**config.mk**
```make
export PLATFORM = sky130hd
export DESIGN_NAME = pt_walker2
export DESIGN_NICKNAME = d
export VERILOG_FILES = /design/src/rtl/ptw_pkg.sv /design/src/rtl/ptw_pte_decode.sv /design/src/rtl/ptw_addr_gen.sv /design/src/rtl/ptw_ctrl.sv /design/src/rtl/pt_walker2.sv
export SDC_FILE = /design/constraint.sdc
export NUM_CORES = 1
export LEC_CHECK = 0
export ABC_AREA = 1
export ABC_CLOCK_PERIOD_IN_PS = 2900
export BUFFER_PORTS_ARGS = -buffer_cell sky130_fd_sc_hd__buf_2
export CORE_MARGIN = 1
export CORE_UTILIZATION = 23
export DETAILED_ROUTE_END_ITERATION = 10
export MAX_ROUTING_LAYER = met4
export PLACE_DENSITY = 0.52
export SKIP_CTS_REPAIR_TIMING = 1
export SLEW_MARGIN = 20
export SYNTH_ARGS = -nofsm -noshare
export SYNTH_HDL_FRONTEND = slang
export SYNTH_SLANG_ARGS = --single-unit
```
**constraint.sdc**
```tcl
create_clock -name clk -period 2.9 [get_ports clk]
set_input_delay 0.145 -clock clk [delete_from_list [all_inputs] [get_ports clk]]
set_output_delay 0.145 -clock clk [all_outputs]
set_load 0.01 [all_outputs]
```
**src/rtl/ptw_pkg.sv**
```systemverilog
package ptw_pkg;
  parameter int VA_W   = 32;
  parameter int OFF_W  = 12;
  parameter int IDX_W  = 10;
  parameter int PTE_W  = 32;
  parameter int FLAG_W = 8;
  parameter int SW_W   = 2;
  parameter int ENT_SH = 2;  // log2 of entry bytes

  localparam int PPN_W  = PTE_W - FLAG_W - SW_W;
  localparam int PPN0_W = IDX_W;
  localparam int PPN1_W = PPN_W - PPN0_W;
  localparam int PA_W   = PPN_W + OFF_W;
  localparam int PPN_LO = FLAG_W + SW_W;

  typedef enum logic [2:0] {
    S_IDLE, S_L1_REQ, S_L1_WAIT, S_L2_REQ, S_L2_WAIT, S_RESP
  } walk_state_e;
endpackage

```
**src/rtl/ptw_pte_decode.sv**
```systemverilog
module ptw_pte_decode
  import ptw_pkg::*;
(
  input  logic [PTE_W-1:0]  pte,
  output logic              is_valid,
  output logic              is_ptr,
  output logic              is_leaf,
  output logic              low_nz,
  output logic [PPN_W-1:0]  ppn,
  output logic [FLAG_W-1:0] flags
);
  logic [2:0]      rwx;
  logic [SW_W-1:0] unused_sw;

  always_comb begin
    rwx       = pte[3:1];
    is_valid  = pte[0];
    is_ptr    = is_valid && (rwx == 3'b000);
    is_leaf   = is_valid && (rwx != 3'b000);
    ppn       = pte[PTE_W-1:PPN_LO];
    low_nz    = |ppn[PPN0_W-1:0];
    flags     = pte[FLAG_W-1:0];
    unused_sw = pte[PPN_LO-1:FLAG_W];
  end
endmodule

```
**src/rtl/ptw_addr_gen.sv**
```systemverilog
module ptw_addr_gen
  import ptw_pkg::*;
(
  input  logic [PPN_W-1:0] base_ppn,
  input  logic [IDX_W-1:0] index,
  output logic [PA_W-1:0]  addr
);
  always_comb begin
    addr = {base_ppn, {OFF_W{1'b0}}} + (PA_W'(index) << ENT_SH);
  end
endmodule

```
**src/rtl/ptw_ctrl.sv**
```systemverilog
module ptw_ctrl
  import ptw_pkg::*;
(
  input  logic        clk,
  input  logic        rst_n,
  input  logic        req_valid,
  input  logic        mem_req_ready,
  input  logic        mem_rsp_valid,
  input  logic        pte_is_ptr,
  output walk_state_e state_q
);
  walk_state_e state_d;

  always_comb begin
    state_d = state_q;
    unique case (state_q)
      S_IDLE:    if (req_valid)     state_d = S_L1_REQ;
      S_L1_REQ:  if (mem_req_ready) state_d = S_L1_WAIT;
      S_L1_WAIT: if (mem_rsp_valid) state_d = pte_is_ptr ? S_L2_REQ : S_RESP;
      S_L2_REQ:  if (mem_req_ready) state_d = S_L2_WAIT;
      S_L2_WAIT: if (mem_rsp_valid) state_d = S_RESP;
      S_RESP:                       state_d = S_IDLE;
      default:                      state_d = S_IDLE;
    endcase
  end

  always_ff @(posedge clk or negedge rst_n) begin
    if (!rst_n) state_q <= S_IDLE;
    else        state_q <= state_d;
  end
endmodule

```
**src/rtl/pt_walker2.sv**
```systemverilog
module pt_walker2
  import ptw_pkg::*;
(
  input  logic                clk,
  input  logic                rst_n,
  input  logic                req_valid,
  output logic                req_ready,
  input  logic [VA_W-1:0]     req_vaddr,
  input  logic [PPN_W-1:0]    root_ppn,
  output logic                mem_req_valid,
  input  logic                mem_req_ready,
  output logic [PA_W-1:0]     mem_req_addr,
  input  logic                mem_rsp_valid,
  output logic                mem_rsp_ready,
  input  logic [PTE_W-1:0]    mem_rsp_data,
  output logic                resp_valid,
  output logic [PPN_W-1:0]    resp_ppn,
  output logic [FLAG_W-1:0]   resp_flags,
  output logic                resp_super,
  output logic                resp_fault
);
  walk_state_e state_q;

  logic [IDX_W-1:0]  vpn1_q, vpn0_q;
  logic [PPN_W-1:0]  base_q, base_d;
  logic              base_en;
  logic [PPN_W-1:0]  res_ppn_q, res_ppn_d;
  logic [FLAG_W-1:0] res_flags_q, res_flags_d;
  logic              res_super_q, res_super_d, res_fault_q, res_fault_d;
  logic              res_en, accept, rsp_take, at_l1;

  logic              pte_v, pte_ptr, pte_leaf, pte_low_nz;
  logic [PPN_W-1:0]  pte_ppn;
  logic [FLAG_W-1:0] pte_flags;
  logic [OFF_W-1:0]  unused_offset;

  ptw_ctrl u_ctrl (
    .clk, .rst_n, .req_valid, .mem_req_ready, .mem_rsp_valid,
    .pte_is_ptr (pte_ptr),
    .state_q    (state_q)
  );

  ptw_pte_decode u_dec (
    .pte (mem_rsp_data), .is_valid (pte_v), .is_ptr (pte_ptr),
    .is_leaf (pte_leaf), .low_nz (pte_low_nz), .ppn (pte_ppn), .flags (pte_flags)
  );

  ptw_addr_gen u_agen (
    .base_ppn (base_q),
    .index    ((state_q == S_L1_REQ) ? vpn1_q : vpn0_q),
    .addr     (mem_req_addr)
  );

  // handshake decodes
  always_comb begin
    req_ready     = (state_q == S_IDLE);
    mem_req_valid = (state_q == S_L1_REQ) || (state_q == S_L2_REQ);
    mem_rsp_ready = (state_q == S_L1_WAIT) || (state_q == S_L2_WAIT);
    resp_valid    = (state_q == S_RESP);
    accept        = req_valid && req_ready;
    rsp_take      = mem_rsp_valid && mem_rsp_ready;
    at_l1         = (state_q == S_L1_WAIT);
    unused_offset = req_vaddr[OFF_W-1:0];
  end

  // next values of table base and result
  always_comb begin
    base_en = accept || (rsp_take && at_l1 && pte_ptr);
    base_d  = accept ? root_ppn : pte_ppn;

    res_en      = rsp_take && !(at_l1 && pte_ptr);
    res_fault_d = !pte_v || (at_l1 ? (pte_leaf && pte_low_nz) : pte_ptr);
    res_super_d = !res_fault_d && at_l1;
    res_flags_d = res_fault_d ? '0 : pte_flags;
    if (res_fault_d)
      res_ppn_d = '0;
    else if (at_l1)
      res_ppn_d = {pte_ppn[PPN_W-1:PPN0_W], vpn0_q};
    else
      res_ppn_d = pte_ppn;
  end

  always_ff @(posedge clk or negedge rst_n) begin
    if (!rst_n) begin
      vpn1_q <= '0;
      vpn0_q <= '0;
    end else if (accept) begin
      vpn1_q <= req_vaddr[VA_W-1:VA_W-IDX_W];
      vpn0_q <= req_vaddr[OFF_W+IDX_W-1:OFF_W];
    end
  end

  always_ff @(posedge clk or negedge rst_n) begin
    if (!rst_n)       base_q <= '0;
    else if (base_en) base_q <= base_d;
  end

  always_ff @(posedge clk or negedge rst_n) begin
    if (!rst_n) begin
      res_ppn_q   <= '0;
      res_flags_q <= '0;
      res_super_q <= 1'b0;
      res_fault_q <= 1'b0;
    end else if (res_en) begin
      res_ppn_q   <= res_ppn_d;
      res_flags_q <= res_flags_d;
      res_super_q <= res_super_d;
      res_fault_q <= res_fault_d;
    end
  end

  assign resp_ppn   = res_ppn_q;
  assign resp_flags = res_flags_q;
  assign resp_super = res_super_q;
  assign resp_fault = res_fault_q;

  // assertions
  p_busy_after_accept_r9: assert property (@(posedge clk) disable iff (!rst_n)
    (req_valid && req_ready) |=> !req_ready);
  p_idle_after_resp_r9: assert property (@(posedge clk) disable iff (!rst_n)
    resp_valid |=> req_ready);
  p_resp_pulse_r10: assert property (@(posedge clk) disable iff (!rst_n)
    resp_valid |=> !resp_valid);
  p_addr_hold_r10: assert property (@(posedge clk) disable iff (!rst_n)
    (mem_req_valid && !mem_req_ready) |=> (mem_req_valid && $stable(mem_req_addr)));
  p_one_out_r11: assert property (@(posedge clk) disable iff (!rst_n)
    mem_rsp_ready |-> !mem_req_valid);
  p_issue_then_wait_r11: assert property (@(posedge clk) disable iff (!rst_n)
    (mem_req_valid && mem_req_ready) |=> mem_rsp_ready);
  p_fault_clean_r7: assert property (@(posedge clk) disable iff (!rst_n)
    (resp_valid && resp_fault) |-> (resp_ppn == '0 && resp_flags == '0 && !resp_super));
  p_super_leaf_r5: assert property (@(posedge clk) disable iff (!rst_n)
    (resp_valid && resp_super) |-> (resp_flags[0] && resp_flags[3:1] != 3'b000));
endmodule

```
# ---- Word level (Yosys, flattened, before mapping)
# Cells that the tools add are included.
dict set report totals {
  word_cells 54
  regBits 77
  in_bits 91
  output_inout_bits 70
}
dict set report classes {
  eq_ne 10
  n_reduce_logical 22
  muxes 13
  n_addsub 1
}
# operator count
set op_table {}
lappend op_table {{$mux 22} 2}
lappend op_table {{$add 34x12->34} 1}
lappend op_table {{$mux 10} 2}
lappend op_table {{$mux 3} 6}
lappend op_table {{$pmux 3 s5} 1}
lappend op_table {{$logic_and 1x1->1} 10}
lappend op_table {{$ne 2x2->1 const B} 5}
lappend op_table {{$reduce_or 10->1} 1}
lappend op_table {{$mux 8} 1}
lappend op_table {{$eq 3x2->1 const B} 2}
lappend op_table {{$eq 3x3->1 const B} 2}
lappend op_table {{$logic_not 3->1} 2}
lappend op_table {{$reduce_and 5->1} 1}
lappend op_table {{$logic_or 1x1->1} 4}
lappend op_table {{$eq 3x1->1 const B} 1}
lappend op_table {{$logic_not 1->1} 3}
lappend op_table {{$reduce_bool 3->1} 1}
lappend op_table {{$mux 1} 1}

# ---- Logic depth before layout (Yosys ltp)
dict set report logic_depth {
  word_depth 7
  ltp_mapped 9
  depth_no_buf 9
}

# ---- Cells and area by module
# From an unflattened synthesis, not the netlist that was laid out.
dict set report hier_totals {
  cells_unflattened 576
  hier_area_um2 4301.6
}
# module n_inst seq_area_each_um2 cells_each area_per_inst_um2
set modules_own_cells {}
lappend modules_own_cells {pt_walker2 1 1851.8 453 3499.6}
lappend modules_own_cells {ptw_pte_decode 1 0.0 46 295.3}
lappend modules_own_cells {ptw_addr_gen 1 0.0 35 259.0}
lappend modules_own_cells {ptw_ctrl 1 75.1 42 247.7}

# ---- Worst setup path before layout
# No wires, ideal clock.
dict set report synth_timing {
  path_type {register to output}
  from {register u_ctrl.state_q[0]}
  to {output mem_req_addr[10]}
  n_path_buf 1
  stages_incl_launch_ff 6
  required_time_ps 2755
  setup_slack_ps 1509
  t_arrival_ps 1246
  path_cell_list {dfrtp_1 > inv_2 > nor2_1 > nand2_1 > clkbuf_1 > a21oi_1}
}
dict set report synth_via {
  elab_chain_cells 3
}
# item line
set synth_rtl {}
lappend synth_rtl {{from (decl)} ptw_ctrl.sv:10} ;# output walk_state_e state_q
lappend synth_rtl {{from (signal assigned)} ptw_ctrl.sv:29} ;# else state_q <= state_d;
lappend synth_rtl {{$eq 3x1->1} pt_walker2.sv:50} ;# .index ((state_q == S_L1_REQ) ? vpn1_q : vpn0_q),
lappend synth_rtl {{$mux 10} pt_walker2.sv:50}
lappend synth_rtl {{$add 34x12->34} ptw_addr_gen.sv:9} ;# addr = {base_ppn, {OFF_W{1'b0}}} + (PA_W'(index) << ENT_SH);
lappend synth_rtl {{to (decl)} pt_walker2.sv:12} ;# output logic [PA_W-1:0] mem_req_addr,
# No other way between the ends.

# ---- Worst setup path after layout
dict set report layout_timing {
  from {register u_ctrl.state_q[0]}
  to {register res_fault_q, in the netlist resp_fault}
}
dict set report layout_via {
  elab_chain_cells 4
  word_cells_on_any_way 9
  cone_classes {eq/ne: 2; mux: 1; reduce/logical: 6}
}
# item line
set layout_rtl {}
lappend layout_rtl {{$eq 3x2->1 or $eq 3x3->1 (tied branches)} {pt_walker2.sv:58, pt_walker2.sv:62}}
lappend layout_rtl {{$logic_or 1x1->1 or $logic_and 1x1->1 (tied branches)} {pt_walker2.sv:58, pt_walker2.sv:71}}
lappend layout_rtl {{$logic_and 1x1->1 or $logic_not 1->1 (tied branches)} {pt_walker2.sv:61, pt_walker2.sv:71}}
lappend layout_rtl {{$logic_and 1x1->1} pt_walker2.sv:71} ;# res_en = rsp_take && !(at_l1 && pte_ptr);
lappend layout_rtl {{to (signal assigned)} pt_walker2.sv:108} ;# res_fault_q <= res_fault_d;
lappend layout_rtl {{to (decl)} pt_walker2.sv:29} ;# logic res_super_q, res_super_d, res_fault_q, res_fault_d;
# Several ways; a longest one is shown, not always the timed one.
# A chain may end at the register's enable or synchronous reset.

==> summary.md <==
The flow ran to the end, and the final reports show no timing, DRC or antenna violations. The power per cell area was 1040 mW/mm^2; the leftover overflow at the end of global routing was 0. The run gives 17000 um as the global-route wire length before repair. Along the worst path, the maximum fanout reaches 27. Average routed wire per standard cell: 13.5 um. The post-detailed-route count of antenna-violating nets was 0. Setup repair after global routing left no endpoint under its margin. The final routed wirelength across all metal layers is 11200 um. The total negative slack was 0 ns.

The logs give 698 for the count of nets after finishing and 5.13 mW for the post-route total power. The final count of pins violating max slew came out at 0. The number of DRC violations after detailed routing was 0. Type of the setup path with the least slack: register to register. For this configuration, the core starts out at a cell density of 23.4%. The worst setup path is launched from a register. Summing all multi-input logic gate instances after layout gives 0.00146 sq mm.

The later pin in the worst-skew pair is clocked with a latency of 0.35 ns. Along the worst hold path, the cell count comes to 2. From synthesis to final layout, the design area changed by 33.2%. At the worst endpoint, the arrival time is 2.30 ns.

Cell type with the largest total area after synthesis: sky130_fd_sc_hd__dfrtp_1. The fraction of layout instances using a drive strength above 1 is 29.3%, and the via total after detailed routing is 3419. The total I/O pin count was 161; the number of cells traversed by the worst register-to-register path was 9. The analysis attributes to cell leakage a power of 2.84 nW.

Summing every instance area after synthesis gives 0.00371 sq mm. The die outline height was 129 um; the filler cell count was 1749. Clock tree synthesis inserted a total of 9 buffers. The number of enable-type register cells in the synthesized netlist came out at 0.

The run gives 0.454 mV as the peak supply drop. Root buffer cell: sky130_fd_sc_hd__clkbuf_16. By area, the combinational part of the netlist is dominated by simple AND/OR/NAND/NOR gates. After detailed routing, the number of vias per cell comes to 4.13. Dividing the synthesized area by the synthesized cell count gives 7.83 sq um. The first detailed-routing pass ran for 4 iterations.

For the final database, setup skew stands at 0.00836 ns. The combined flip-flop and latch cell area came out at 0.00193 sq mm. Number of storage elements in the synthesis netlist: 77. For this run, the register share of the synthesized area comes to 51.9%.

The async set-reset flop share out of synthesis came out at 100%. Ranked by total cell area, the synthesized netlist is headed by sky130_fd_sc_hd__dfrtp_1 52%, sky130_fd_sc_hd__nand2_1 16%, sky130_fd_sc_hd__nand3_1 7.6%, sky130_fd_sc_hd__o21ai_0 4.6%, sky130_fd_sc_hd__inv_1 4.2%. For the worst setup path, the data required time is 3.14 ns.

The register clock-pin slew on the reported worst setup and hold paths came out at 0.06 ns. The number of hold violations in the final report is 0, and the highest clock frequency the design can meet is 485 MHz. Summing the areas of all compound-gate instances in the mapped netlist gives 7.42% of the synthesized area.

In the synthesized netlist, mux cells make up 3.04% of the area. The most used flip-flop cell after synthesis is sky130_fd_sc_hd__dfrtp_1. Sorting the synthesized cells by how often they occur yields 163 x sky130_fd_sc_hd__nand2_1, 77 x sky130_fd_sc_hd__dfrtp_1, 56 x sky130_fd_sc_hd__nand3_1. After Yosys synthesis, XOR and XNOR cells account for 0% of the synthesized area. Input and output buffers added on the ports amount to 144.

The H-tree was split into 3 levels. The width of the die came out at 129 um. The number of standard cells after synthesis was 474; the placer congestion estimate was 0.787. After the first detailed-routing iteration, the DRC count stood at 100. Summing the areas of all fa, ha and maj instances in the mapped netlist gives 0% of the synthesized area.

The tool flagged a number of max-cap violations equal to 0. Once placement completed, the tool counted placed cells totaling 811. Setup violations remaining at the end of the flow were counted as 0. The total number of yosys warnings was 0. The number of buffers on the longest clock path was 2; the remaining max-slew budget at the tightest pin was 49.6%.

The post-synthesis simple-gate area fraction was 28.5%; the share of the core filled with cells in the final layout was 31.2%. The final critical-path required period came out at 2.06 ns. TritonCTS built the clock tree.

Slew at the pin closest to its max-slew limit: 0.756 ns. For the final instance count without filler cells, the log shows 827. Summed over its instances, the top area cell type makes up 51.9% of the synthesized netlist area. The standard cell core area was 0.0158 sq mm; the combined global-route utilization of all metal layers was 14.2%. The floorplan step defined a die boundary enclosing 0.0166 sq mm.

Capturing element type of the critical path: a register. Entering global routing, the biggest net connects 78 pins. The count of clock tree sinks was 77.

The netlist uses 19 different library cells. The wire-length estimate of the detail-placed layout is 7870 um. The via count of the first global-routing pass was 3195; the ratio of final minimum period to clock period was 71.1%. The min-delay analysis places its worst path in the category input port to register. The initial antenna violation count is 0, and the number of standard-cell rows in the floorplan is 46.

Among all cell types in the netlist, the one instantiated most often is sky130_fd_sc_hd__nand2_1.
worst max-delay path, stage by stage, from the launching register on:
cell,delay (ns)
sky130_fd_sc_hd__dfrtp_1,0.41
sky130_fd_sc_hd__inv_2,0.12
sky130_fd_sc_hd__nand3_2,0.35
sky130_fd_sc_hd__inv_2,0.23
sky130_fd_sc_hd__nand2_1,0.09
sky130_fd_sc_hd__nand2_1,0.22
sky130_fd_sc_hd__buf_4,0.35
sky130_fd_sc_hd__nand2_1,0.08
sky130_fd_sc_hd__nand2_1,0.06
sky130_fd_sc_hd__inv_1,0.03
per-stage QoR:
stage	hold slack, ns	setup slack, ns	cell area [sq um]
2_1_floorplan	-0.151	1.51	3710
3_3_place_gp	0.358	0.779	4590
3_5_place_dp	0.361	0.801	4590
4_1_cts	-0.00673	0.785	4930
5_1_grt	0.00976	0.565	4940
6_report	0.0106	0.838	4940
cell type report:
class,count,share of cell area (%)
clock buffer,10,4.84
inverter,45,3.42
clock inverter,4,1.97
multi-input combinational,324,29.6
sequential,77,39.0
tap,216,5.47
antenna,1,0.0506
timing repair buffer,150,15.7
final timing paths:
path / start / endpoint / slack (ns)
worst max-delay path: u_ctrl.state_q[0] / resp_fault / 0.84
min in group asynchronous: rst_n / resp_flags[5] / 0.40
worst min register to register: resp_ppn[12] / resp_ppn[12] / 0.47
worst max register to register: u_ctrl.state_q[0] / resp_fault / 0.84
worst min-delay path: req_vaddr[30] / vpn1_q[8] / 0.01
max in group asynchronous: rst_n / base_q[7] / 1.95
sequential cells by signal (all words and copies together) (netlist names):
signal / count
vpn1_q: 10
u_ctrl.state_q: 3
resp_ppn: 22
resp_flags: 8
resp_super: 1
vpn0_q: 10
resp_fault: 1
base_q: 22
power breakdown:
group	switching [mW]	internal, mW	total (mW)
combinational	1.29	0.777	2.07
clock	0.445	0.854	1.30
sequential	0.223	1.55	1.77
placed cells by master, fill, tap and decap left out:
| cell type | n |
|---|---|
| sky130_fd_sc_hd__a21oi_1 | 20 |
| sky130_fd_sc_hd__buf_2 | 143 |
| sky130_fd_sc_hd__buf_4 | 5 |
| sky130_fd_sc_hd__buf_6 | 1 |
| sky130_fd_sc_hd__bufinv_16 | 3 |
| sky130_fd_sc_hd__clkbuf_16 | 9 |
| sky130_fd_sc_hd__clkbuf_8 | 1 |
| sky130_fd_sc_hd__clkinvlp_4 | 1 |
| sky130_fd_sc_hd__conb_1 | 2 |
| sky130_fd_sc_hd__dfrtp_1 | 77 |
| sky130_fd_sc_hd__diode_2 | 1 |
| sky130_fd_sc_hd__dlygate4sd3_1 | 1 |
| sky130_fd_sc_hd__inv_1 | 42 |
| sky130_fd_sc_hd__inv_2 | 3 |
| sky130_fd_sc_hd__mux2_1 | 3 |
| sky130_fd_sc_hd__mux2_2 | 7 |
| sky130_fd_sc_hd__nand2_1 | 163 |
| sky130_fd_sc_hd__nand2_2 | 1 |
| sky130_fd_sc_hd__nand3_1 | 56 |
| sky130_fd_sc_hd__nand3_2 | 1 |
| sky130_fd_sc_hd__nand3_4 | 1 |
| sky130_fd_sc_hd__nor2_1 | 32 |
| sky130_fd_sc_hd__nor2_2 | 2 |
| sky130_fd_sc_hd__nor3_1 | 1 |
| sky130_fd_sc_hd__o21ai_0 | 34 |
| sky130_fd_sc_hd__o21ai_2 | 1 |
cell families (layout without fill, tap and decap cells):
group	count (synthesis)	count (layout)
simple gates	257	257
compound gates	55	55
other cells	1	3
flops	77	77
mux	10	10
buf+inv	74	209
layer usage:
| metal | GRT usage, % | share of wire (%) | vias to the layer above |
|---|---|---|---|
| li1 | - | - | 1755 |
| met1 | 17.0 | 45 | 1530 |
| met2 | 21.7 | 45 | 119 |
| met3 | 5.82 | 8.6 | 15 |
| met4 | 4.78 | 1.3 | 0 |
| met5 | - | 0 | - |
(Power assumes the default switching activity.)
